### src/rtl/ioctl_pkg.sv
`timescale 1ns/1ps
package ioctl_pkg;
  localparam int WORD_W = 32;
  localparam int ADDR_W = 3;
  localparam logic [6:0] GROUP_OPC = 7'h4F;

  // field positions, bit 0 = MSB of the word
  localparam int OPC_HI = 30;
  localparam int OPC_LO = 24;
  localparam int CMD_HI = 16;
  localparam int CMD_LO = 14;
  localparam int CL_HI  = 13;
  localparam int CL_LO  = 11;
  localparam int UN_HI  = 10;
  localparam int UN_LO  = 8;

  localparam logic [ADDR_W-1:0] SYS_CLUSTER = 3'd7;
  localparam logic [ADDR_W-1:0] MEM_IF_UNIT = 3'd6;
  localparam logic [ADDR_W-1:0] PROC_IF_UNIT = 3'd7;

  typedef enum logic [2:0] {
    CMD_RESET   = 3'b001,
    CMD_POLL    = 3'b010,
    CMD_POLLCLR = 3'b011
  } cmd_e;

  typedef enum logic [1:0] {
    CC_IDLE   = 2'b00,
    CC_PEND   = 2'b01,
    CC_NOADDR = 2'b11
  } cc_e;

  typedef struct packed {
    logic hit;
    logic do_reset;
    logic do_poll;
    logic do_clear;
  } dec_t;
endpackage

### src/rtl/ioctl_decode.sv
`timescale 1ns/1ps
module ioctl_decode
  import ioctl_pkg::*;
(
  input  logic [WORD_W-1:0] instr_i,
  input  logic [ADDR_W-1:0] strap_cluster_i,
  input  logic [ADDR_W-1:0] strap_unit_i,
  output dec_t              dec_o
);
  logic [6:0]        opc;
  logic [2:0]        cmd;
  logic [ADDR_W-1:0] cl;
  logic [ADDR_W-1:0] un;
  logic              in_group;
  logic              cl_match;
  logic              un_match;
  logic              un_reserved;
  logic              cmd_known;

  assign opc = instr_i[OPC_HI:OPC_LO];
  assign cmd = instr_i[CMD_HI:CMD_LO];
  assign cl  = instr_i[CL_HI:CL_LO];
  assign un  = instr_i[UN_HI:UN_LO];

  logic unused_bits;
  assign unused_bits = ^{instr_i[31], instr_i[23:17], instr_i[7:0]};

  assign in_group    = (opc == GROUP_OPC);
  assign cl_match    = (cl == strap_cluster_i);
  assign un_reserved = (un == MEM_IF_UNIT) || (un == PROC_IF_UNIT);
  // system cluster ignores unit field
  assign un_match    = (cl == SYS_CLUSTER) ? 1'b1
                     : (!un_reserved && (un == strap_unit_i));
  assign cmd_known   = (cmd == CMD_RESET) || (cmd == CMD_POLL) || (cmd == CMD_POLLCLR);

  always_comb begin
    dec_o          = '0;
    dec_o.hit      = in_group && cmd_known && cl_match && un_match;
    dec_o.do_reset = dec_o.hit && (cmd == CMD_RESET);
    dec_o.do_poll  = dec_o.hit && ((cmd == CMD_POLL) || (cmd == CMD_POLLCLR));
    dec_o.do_clear = dec_o.hit && (cmd == CMD_POLLCLR);
  end
endmodule

### src/rtl/fault_status_reg.sv
`timescale 1ns/1ps
module fault_status_reg #(
  parameter int STATUS_W = 16
) (
  input  logic                clk_i,
  input  logic                rst_ni,
  input  logic [STATUS_W-1:0] set_i,
  input  logic                clr_i,
  output logic [STATUS_W-1:0] status_o,
  output logic                pending_o
);
  logic [STATUS_W-1:0] status_q;

  // set wins over a same-cycle clear
  always_ff @(posedge clk_i or negedge rst_ni) begin
    if (!rst_ni) status_q <= '0;
    else         status_q <= (clr_i ? '0 : status_q) | set_i;
  end

  assign status_o  = status_q;
  assign pending_o = |status_q;
endmodule

### src/rtl/reset_pulse_gen.sv
`timescale 1ns/1ps
module reset_pulse_gen #(
  parameter int CYCLES = 4
) (
  input  logic clk_i,
  input  logic rst_ni,
  input  logic start_i,
  output logic pulse_o
);
  localparam int CNT_W = $clog2(CYCLES + 1);
  localparam logic [CNT_W-1:0] LOAD = CNT_W'(CYCLES);

  logic [CNT_W-1:0] cnt_q;

  always_ff @(posedge clk_i or negedge rst_ni) begin
    if (!rst_ni)          cnt_q <= '0;
    else if (start_i)     cnt_q <= LOAD;
    else if (cnt_q != '0) cnt_q <= cnt_q - 1'b1;
  end

  assign pulse_o = (cnt_q != '0);
endmodule

### src/rtl/cluster_unit_ioctl.sv
`timescale 1ns/1ps
module cluster_unit_ioctl
  import ioctl_pkg::*;
#(
  parameter int STATUS_W     = 16,
  parameter int RESET_CYCLES = 4
) (
  input  logic                clk_i,
  input  logic                rst_ni,
  input  logic                req_i,
  input  logic [31:0]         instr_i,
  input  logic [2:0]          strap_cluster_i,
  input  logic [2:0]          strap_unit_i,
  input  logic [STATUS_W-1:0] fault_set_i,
  output logic                rsp_valid_o,
  output logic [1:0]          rsp_cc_o,
  output logic [31:0]         rsp_data_o,
  output logic                io_reset_o
);
  localparam int HALF_W = WORD_W / 2;

  dec_t                dec;
  logic [STATUS_W-1:0] status;
  logic                pending;
  logic [HALF_W-1:0]   status_half;
  logic                clr_go;
  logic                rst_go;
  logic [1:0]          cc_d;
  logic [WORD_W-1:0]   data_d;
  logic                valid_q;
  logic [1:0]          cc_q;
  logic [WORD_W-1:0]   data_q;

  ioctl_decode u_dec (
    .instr_i         (instr_i),
    .strap_cluster_i (strap_cluster_i),
    .strap_unit_i    (strap_unit_i),
    .dec_o           (dec)
  );

  assign clr_go = req_i && dec.do_clear;
  assign rst_go = req_i && dec.do_reset;

  fault_status_reg #(.STATUS_W(STATUS_W)) u_status (
    .clk_i     (clk_i),
    .rst_ni    (rst_ni),
    .set_i     (fault_set_i),
    .clr_i     (clr_go),
    .status_o  (status),
    .pending_o (pending)
  );

  reset_pulse_gen #(.CYCLES(RESET_CYCLES)) u_pulse (
    .clk_i   (clk_i),
    .rst_ni  (rst_ni),
    .start_i (rst_go),
    .pulse_o (io_reset_o)
  );

  generate
    if (STATUS_W >= HALF_W) begin : g_trunc
      assign status_half = status[HALF_W-1:0];
    end else begin : g_pad
      assign status_half = {{(HALF_W-STATUS_W){1'b0}}, status};
    end
  endgenerate

  always_comb begin
    cc_d   = CC_NOADDR;
    data_d = '0;
    if (dec.do_poll) begin
      cc_d   = pending ? CC_PEND : CC_IDLE;
      data_d = {status_half, status_half};
    end else if (dec.do_reset) begin
      cc_d = CC_IDLE;
    end
  end

  always_ff @(posedge clk_i or negedge rst_ni) begin
    if (!rst_ni) begin
      valid_q <= 1'b0;
      cc_q    <= CC_IDLE;
      data_q  <= '0;
    end else begin
      valid_q <= req_i;
      if (req_i) begin
        cc_q   <= cc_d;
        data_q <= data_d;
      end
    end
  end

  assign rsp_valid_o = valid_q;
  assign rsp_cc_o    = cc_q;
  assign rsp_data_o  = data_q;
endmodule

### config.mk
export PLATFORM = sky130hd
export DESIGN_NAME = cluster_unit_ioctl
export DESIGN_NICKNAME = d
export VERILOG_FILES = /design/src/rtl/ioctl_pkg.sv /design/src/rtl/ioctl_decode.sv /design/src/rtl/fault_status_reg.sv /design/src/rtl/reset_pulse_gen.sv /design/src/rtl/cluster_unit_ioctl.sv
export SDC_FILE = /design/constraint.sdc
export NUM_CORES = 1
export LEC_CHECK = 0
export BUFFER_PORTS_ARGS = -buffer_cell sky130_fd_sc_hd__clkbuf_2
export CORE_MARGIN = 10
export CORE_UTILIZATION = 45
export DETAILED_ROUTE_END_ITERATION = 8
export GPL_TIMING_DRIVEN = 1
export MAX_ROUTING_LAYER = met4
export PLACE_DENSITY = 0.79
export SETUP_SLACK_MARGIN = 0.3
export SKIP_LAST_GASP = 1
export SYNTH_ARGS = -nofsm -noshare
export SYNTH_HDL_FRONTEND = slang
export SYNTH_SLANG_ARGS = --single-unit
### constraint.sdc
create_clock -name clk_i -period 1.7 [get_ports clk_i]
set_input_delay 0.085 -clock clk_i [delete_from_list [all_inputs] [get_ports clk_i]]
set_output_delay 0.085 -clock clk_i [all_outputs]
set_load 0.1 [all_outputs]
[Yosys cells after proc, flatten, opt, wreduce, memory -nomap -nowiden]
Cells that the tools add are included.
Operators by class
  add/subtract/negate cells: 1
  equal/unequal tests: 9
  mux-type cells: 8
  bitwise logic cells: 1
  reduce and logical (&&, ||, !) cells: 17
Operator list (number)
  2-to-1 mux 32 bit: 1
  2-to-1 mux 16 bit: 1
  OR 16 bit: 1
  OR reduction 16 bit: 1
  equality test 3 bit (second input constant): 3
  logical AND 1 bit: 9
  equality test 7 bit (second input constant): 1
  equality test 3 x 2 -> 1 bit (second input constant): 2
  equality test 3 bit: 2
  2-to-1 mux 3 bit: 2
  logical OR 1 bit: 4
  2-to-1 mux 2 bit: 2
  equality test 3 x 1 -> 1 bit (second input constant): 1
  nonzero test 3 bit: 1
  subtractor 3 x 1 -> 3 bit (second input constant): 1
  2-to-1 mux 1 bit: 2
  nonzero test 2 bit: 1
  zero test 1 bit: 1
Storage, ports and cells
  register bits: 54
  bits of input ports: 57
  output and inout port bits: 36
  logic and storage cells: 41

[Longest topological paths before layout]
Gate-level depths: netlist of the first run.
  depth in word-level cells: 10
  gate-level depth with buffers: 6
  depth with buffers taken out: 6

[Cells and area by module]
A second synthesis of the first run with hierarchy kept.
Second synthesis, totals
  cell total of the unflattened synthesis: 170
  area, all modules: 1838.0 sq um
Modules (own cells, without submodules)
  cluster_unit_ioctl: times used 1, cells an instance 97, area an instance 909.6 sq um, seq. area each 475.5 sq um
  fault_status_reg: times used 1, cells an instance 39, area an instance 568.0 sq um, seq. area each 400.4 sq um
  ioctl_decode: times used 1, cells an instance 18, area an instance 182.7 sq um, seq. area each 0.0 sq um
  reset_pulse_gen: times used 1, cells an instance 16, area an instance 177.7 sq um, seq. area each 75.1 sq um

[Least setup slack after synthesis of the first run]
Ideal clock, no wire load.
  path kind: input-to-reg
  start point: input port instr_i[8]
  end point: register u_pulse.cnt_q[0]
  setup time: 0.119 ns
  arrival: 1.458 ns
  required time: 1.581 ns
  path slack: 0.123 ns
  cell stages on the path: 5
  path buffers: 1
  cell sequence: xor2_1 or4_4 a2111o_1 buf_6 o21a_1
On the way
  word-level cells in the longest chain between the ends: 9
  elaborated cells between the ends (all ways): 12
  those cells by class: eq/ne (3); mux (2); reduce/logical (7)
Ends and longest elaborated chain
  from (decl): line cluster_unit_ioctl.sv:11  | input logic [31:0] instr_i,
  equality test 3 bit: line ioctl_decode.sv:30  | assign un_reserved = (un == MEM_IF_UNIT) || (un == PROC_IF_UNIT);
  logical OR 1 bit: line ioctl_decode.sv:30
  zero test 1 bit: line ioctl_decode.sv:33  | : (!un_reserved && (un == strap_unit_i));
  logical AND 1 bit *: line ioctl_decode.sv:33
  2-to-1 mux 1 bit *: line ioctl_decode.sv:32  | assign un_match = (cl == SYS_CLUSTER) ? 1'b1
  logical AND 1 bit *: line ioctl_decode.sv:38  | dec_o.hit = in_group && cmd_known && cl_match && un_match;
  logical AND 1 bit *: line ioctl_decode.sv:39  | dec_o.do_reset = dec_o.hit && (cmd == CMD_RESET);
  logical AND 1 bit *: line cluster_unit_ioctl.sv:42  | assign rst_go = req_i && dec.do_reset;
  2-to-1 mux 3 bit / nonzero test 2 bit (equally long branches)
  to (signal assigned): line reset_pulse_gen.sv:18  | else if (cnt_q != '0) cnt_q <= cnt_q - 1'b1;
  to (decl): line reset_pulse_gen.sv:13  | logic [CNT_W-1:0] cnt_q;
Mark *: on every way between the ends. The rest lies on a longest branch, timed or not.
A chain may end at the register's enable or synchronous reset.

[Worst setup path after layout of the first run]
  start point: register u_pulse.cnt_q[1]
  end point: output port io_reset_o
On the way
  word-level cells in the longest chain between the ends: 1
Ends and longest elaborated chain
  nonzero test 3 bit: line reset_pulse_gen.sv:21  | assign pulse_o = (cnt_q != '0);
  to (decl): line cluster_unit_ioctl.sv:18  | output logic io_reset_o
Every way passes these cells.

==> impl_metrics.env, run 1 <==
export IMPL_leakage_nw=1.38
export IMPL_path_clk_slew_ns=0.07
export IMPL_netlist_area_mm2=0.00185
export IMPL_die_h_um=84.1
export IMPL_seqCellArea_um2=971
export IMPL_layout_setup_ws_ns=0.252
export IMPL_drt_pass1_iterations=4
export IMPL_seq_area_frac_synth_pct=51.5
export IMPL_fin_crit_ns=1.45
export IMPL_core_mm2=0.00400
export IMPL_syn_area_per_cell_um2=9.99
export IMPL_syn_nets=244
export IMPL_ys_warn_count=0
export IMPL_synth_seq_cells=38
export IMPL_antenna_found_initial=0
export IMPL_cp_max_fo=2
export IMPL_arrival_ns=1.36
export IMPL_dp_slack_ns=-0.0105
export IMPL_viasPerCell=4.76
export IMPL_clk_path_buf_depth=2
export IMPL_drv_slew=0
export IMPL_grt_first_pass_wirelength_um=7960
export IMPL_fin_area_mm2=0.00259
export IMPL_drv_cap=0
export IMPL_status="finished clean"
export IMPL_avgRoutedWirePerCell_um=14.3
export IMPL_total_power_mw=2.25
export IMPL_diodes=0
export IMPL_cts_buffers=5
export IMPL_worst_pin_slew_ns=0.567
export IMPL_crit_path_cell_trace="inv_2, ha_4, nor2b_4, clkinvlp_4, clkbuf_16"
export IMPL_dp_hpwl_um=3610
export IMPL_required_ns=1.62
export IMPL_pin_count=93
export IMPL_synth_common_cells="dfrtp_1, inv_1, nand2_1"
export IMPL_critPathKind="register to output port"
export IMPL_relSlewSlack_pct=62.4
export IMPL_multiInputGateArea_um2=654
export IMPL_synth_most_common_cell="dfrtp_1"
export IMPL_power_internal_mw=1.62
export IMPL_initial_core_util_pct=46.2
export IMPL_power_density_mw_per_mm2=867
export IMPL_drc=0
export IMPL_clkLatencyLatePin_ns=0.29
export IMPL_htreeDepth=2
export IMPL_nFillCells=340
export IMPL_postPlaceCellArea_mm2=0.00224
export IMPL_ys_flop_type="dfrtp_1"
export IMPL_grt_usage_pct=14.0
export IMPL_drive_above_1_share_pct=47.5
export IMPL_fin_cells=326
export IMPL_hold_violations=0
export IMPL_ir_drop_mv=0.480
export IMPL_rsz0062_at_grt="yes"
export IMPL_seqPwrFrac_pct=43.4
export IMPL_wirelength_um=4670
export IMPL_pwr_share_clk_pct=27.6
export IMPL_gp_congestion=0.810
export IMPL_synth_cell_types=31
export IMPL_hold_path_class="primary input to register"
export IMPL_die_area_mm2=0.00707
export IMPL_synth_edf_count=0
export IMPL_num_vias=1551
export IMPL_nets=334
export IMPL_rows=23
export IMPL_ant_nets=0
export IMPL_max_stage_delay_ns=0.39
export IMPL_pwr_share_comb_pct=29.0
export IMPL_fmax_mhz=690
export IMPL_drt_iter0_markers=73
export IMPL_syn_to_final_growth_pct=40.4
export IMPL_synthArstFlopShare_pct=100
export IMPL_p_sw_mw=0.629
export IMPL_cts_tree="built"
export IMPL_critPathLaunchType="register"
export IMPL_numClockSinks=38
export IMPL_grt_pass1_vias=1678
export IMPL_synth_cells=185
export IMPL_final_setup_viol_count=0
export IMPL_placed_cells=295
export IMPL_finalCritPeriodShare_pct=85.2
export IMPL_dieWidth_um=84.1
export IMPL_grt_start_max_net_pins=22
export IMPL_synth_area_leaders="dfrtp_1, inv_1, buf_4"
export IMPL_p_sw_share_pct=27.9
export IMPL_cp_end_kind="output port"
export IMPL_portBuffers=76
export IMPL_clock_skew_ns=0.00287
export IMPL_crit_path_top_delay_cell="dfrtp_1"
export IMPL_synth_largest_area_cell="dfrtp_1"
export IMPL_grt_ovfl_total=0
export IMPL_cts_root_buf="clkbuf_8"
export IMPL_synth_top_cell_area_share_pct=51.5
[flip-flops by register name (all words and copies together), names as in the netlist]
signal	count
rsp_cc_o	2
u_status.status_o	16
rsp_valid_o	1
u_pulse.cnt_q	3
rsp_data_o	16
[critical path: cells and delay by family, from the launching register on]
family        cells  cell delay [ns]
flops             1             0.39
buf+inv           3             0.39
simple gates      1             0.17
fa+ha+maj         1             0.13
[routing by layer]
metal  global-route usage [%]  vias to the layer above  share of wire (%)
li1                         -                      775                  -
met1                     14.8                      717                 39
met4                     6.39                        0                2.6
met3                     4.10                       11                4.9
met5                        -                        -                  0
met2                     23.4                       48                 53
[logic make-up after synthesis]
| group | Yosys count | share of synthesized area [%] |
|---|---|---|
| buf+inv | 59 | 15.9 |
| compound gates | 43 | 17.9 |
| flops | 38 | 51.5 |
| simple gates | 36 | 9.95 |
| xor+xnor | 6 | 2.84 |
| fa+ha+maj | 2 | 1.35 |
| mux | 1 | 0.542 |
[power groups by stage]
| stage | clock (mW) | combinational, mW | sequential (mW) |
|---|---|---|---|
| 3_5_place_dp | 0 | 0.433 | 0.987 |
| 5_1_grt | 0.678 | 0.724 | 0.981 |
| 4_1_cts | 0.633 | 0.622 | 0.976 |
| 3_3_place_gp | 0 | 0.419 | 0.984 |
| 2_1_floorplan | 0 | 0.301 | 0.992 |
| 6_report | 0.620 | 0.653 | 0.977 |
[worst paths after layout]
kind	start	to	slack [ns]	cells past startpoint
worst max-delay path	u_pulse.cnt_q[1]	io_reset_o	0.25	5
worst min-delay path	fault_set_i[5]	u_status.status_o[5]	0.002	2
worst max register to register	u_status.status_o[10]	rsp_cc_o[0]	0.30	4
worst min register to register	rsp_cc_o[1]	rsp_cc_o[1]	0.49	1
max in group asynchronous	rst_ni	rsp_data_o[16]	0.77	3
min in group asynchronous	rst_ni	rsp_data_o[18]	0.28	2
[final cells by class]
type                            instances  area share, %
Sequential cell                        38           37.4
Timing Repair Buffer                  106           26.0
Multi-Input combinational cell         88           25.2
Inverter                               36           5.35
Clock buffer                            7           3.33
Tap cell                               50           2.41
Clock inverter                          1          0.193
[through the flow]
step	util [%]	hold slack (ns)	TNS, ns
after floorplan	-	-0.211	0
after global placement	55.9	0.0539	-0.00447
after detailed placement	55.9	0.0680	-0.0239
after CTS	63.8	0.000698	0
after global routing	64.8	0.00148	0
final	64.8	0.00158	0
[layout by cell type (no fill, tap or decap), types with 2 or more instances in the layout]
cell and n:
inv_1 33, o21a_1 3, buf_12 2, nor2_1 2
nor4_2 2, nand4_1 4, xnor2_1 4, o21bai_1 16
dfrtp_2 16, clkbuf_2 75, buf_4 18, inv_2 2
dlygate4sd3_1 10, o22ai_1 14, nand2_1 20, xor2_1 2
dfrtp_1 22, o22ai_2 2, clkbuf_8 6, o41a_1 2
[what timing repair did]
item / CTS / global route
pin swaps: 6 / 1
buffers inserted: 9 / 4
endpoints found under the setup margin: 4 / 22
hold endpoints to repair: 28 / 0
resized for setup: 11 / 2
hold buffers: 10 / 0
(Power assumes the default switching activity.)
==> run 2, diff against run 1 <==
ABC_AREA = 1   (was unset)
CORE_UTILIZATION = 47   (was 45)
PLACE_DENSITY = 0.8   (was 0.79)
==> impl_metrics.env, run 2 <==
export IMPL_nets=403
export IMPL_die_h_um=86.3
export IMPL_hold_violations=0
export IMPL_required_ns=1.62
export IMPL_status="finished clean"
export IMPL_dieWidth_um=86.3
export IMPL_drv_slew=0
export IMPL_fin_area_mm2=0.00269
export IMPL_crit_path_cell_trace="inv_2, ha_2, nand2_2, buf_12"
export IMPL_crit_path_top_delay_cell="dfrtp_1"
export IMPL_rows=24
export IMPL_post_cts_buffers=0
export IMPL_gp_congestion=0.837
export IMPL_core_mm2=0.00429
export IMPL_hold_path_class="primary input to register"
export IMPL_synth_top_cell_area_share_pct=46.0
export IMPL_cts_buffers=5
export IMPL_synth_most_common_cell="nand2_1"
export IMPL_final_cell_mix="clkbuf_2, nand2_1, inv_1"
export IMPL_utilization_pct=62.7
export IMPL_ant_nets=0
export IMPL_drt_iter0_markers=48
export IMPL_seqCellArea_um2=971
export IMPL_mostFrequentLayoutCell="clkbuf_2"
export IMPL_path_buf_inv=2
export IMPL_initial_core_util_pct=48.1
export IMPL_viasPerCell=4.61
export IMPL_synth_seq_cells=38
export IMPL_postPlaceCellArea_mm2=0.00241
export IMPL_final_setup_viol_count=0
export IMPL_syn_nets=320
export IMPL_grt_first_pass_wirelength_um=8380
export IMPL_ys_warn_count=0
export IMPL_numClockSinks=38
export IMPL_layout_setup_ws_ns=0.392
export IMPL_fin_crit_ns=1.31
export IMPL_portBuffers=76
export IMPL_clk_path_buf_depth=2
export IMPL_seq_area_frac_synth_pct=46.0
export IMPL_path_clk_slew_ns=0.07
export IMPL_dp_hpwl_um=3970
export IMPL_avgRoutedWirePerCell_um=12.2
export IMPL_finalCritPeriodShare_pct=76.9
export IMPL_power_density_mw_per_mm2=799
export IMPL_critPathKind="register to output port"
export IMPL_synth_largest_area_cell="dfrtp_1"
export IMPL_drive_above_1_share_pct=37.7
export IMPL_wirelength_um=4840
export IMPL_ys_flop_type="dfrtp_1"
export IMPL_cp_max_fo=4
export IMPL_netlist_area_mm2=0.00207
export IMPL_antenna_found_initial=0
export IMPL_syn_to_final_growth_pct=30.4
export IMPL_num_vias=1832
export IMPL_htreeDepth=2
export IMPL_diodes=0
export IMPL_drt_pass1_iterations=4
export IMPL_cp_end_kind="output port"
export IMPL_clkLatencyLatePin_ns=0.29
export IMPL_synth_cells=261
export IMPL_worst_pin_slew_ns=0.596
export IMPL_die_area_mm2=0.00745
export IMPL_synth_common_cells="nand2_1, dfrtp_1, inv_1"
export IMPL_fmax_mhz=765
export IMPL_critical_path_top_delay_family="flip-flops"
export IMPL_cts_root_buf="clkbuf_8"
export IMPL_max_stage_delay_ns=0.39
export IMPL_syn_area_per_cell_um2=7.91
export IMPL_ir_drop_mv=0.479
export IMPL_total_power_mw=2.15
export IMPL_rsz0062_at_grt="no"
export IMPL_critPathLaunchType="register"
export IMPL_grt_pass1_vias=1860
export IMPL_synth_area_leaders="dfrtp_1, nand2_1, buf_4"
export IMPL_cts_tree="built"
export IMPL_grt_start_max_net_pins=33
export IMPL_drv_cap=0
export IMPL_clock_skew_ns=0.00449
export IMPL_synthArstFlopShare_pct=100
export IMPL_grt_usage_pct=14.0
export IMPL_nFillCells=395
export IMPL_grt_ovfl_total=0
export IMPL_arrival_ns=1.22
export IMPL_synth_cell_types=26
export IMPL_synth_edf_count=0
export IMPL_dp_slack_ns=0.386
export IMPL_final_setup_tns_ns=0
export IMPL_multiInputGateArea_um2=815
export IMPL_drc=0
export IMPL_pin_count=93
export IMPL_leakage_nw=1.39
export IMPL_relSlewSlack_pct=60.2
-- run 2: cell type report --
| class | instances | area share (%) |
|---|---|---|
| flip-flops and latches | 38 | 36.0 |
| clock inverters | 1 | 0.186 |
| inverters | 35 | 4.88 |
| well taps | 52 | 2.42 |
| clock buffers | 7 | 3.20 |
| repair buffers | 100 | 23.0 |
| multi-input cells | 164 | 30.2 |
-- run 2: metal layers --
layer / routed length, um / vias up / GRT usage, %
li1: - / 968 / -
met1: 1970 / 815 / 15.4
met2: 2500 / 43 / 23.1
met3: 304 / 6 / 4.88
met4: 67 / 0 / 4.57
met5: 0 / - / -
-- run 2: cells by family after synthesis --
family,Yosys count,share of synthesized area (%)
xor gates and xnor gates,3,1.64
DFF,38,46.0
adders and majority gates,2,1.21
AOI/OAI and AO/OA,21,5.27
buffers and inverters,59,14.8
and+or+nand+nor,138,31.1
-- run 2: where the power goes --
group	internal (mW)	switching [mW]	total (mW)	leakage, nW
combinational	0.224	0.336	0.560	0.942
sequential	0.944	0.0210	0.965	0.402
clock	0.327	0.299	0.626	0.0482
-- run 2: tightest hold or removal path, delay by kind of cell --
| family | cells | cell delay [ns] |
|---|---|---|
| simple gates | 3 | 0.26 |
| buf+inv | 1 | 0.10 |
-- run 2: repair_timing --
item	4_1_cts	5_1_grt
hold buffers	17	1
pin swaps	0	0
endpoints found under the setup margin	1	1
endpoints found under the hold margin	39	1
resized for setup	1	4
-- run 2: path summary, 6_finish.rpt --
kind,to,cells after the start,slack [ns],start
worst max-delay path,io_reset_o,4,0.39,u_pulse.cnt_q[0]
worst min-delay path,u_pulse.cnt_q[2],4,0.20,instr_i[15]
worst max register to register,u_pulse.cnt_q[1],6,0.62,u_pulse.cnt_q[0]
worst min register to register,rsp_data_o[21],2,0.51,rsp_data_o[21]
max in group asynchronous,u_status.status_o[10],3,0.82,rst_ni
min in group asynchronous,u_status.status_o[2],2,0.35,rst_ni
-- run 2: per-stage QoR --
step                instances  hold slack (ns)
floorplan                 261           -0.211
global placement          371            0.113
detailed placement        371            0.117
CTS                       396         0.000343
global route              397            0.253
finish                    397            0.201
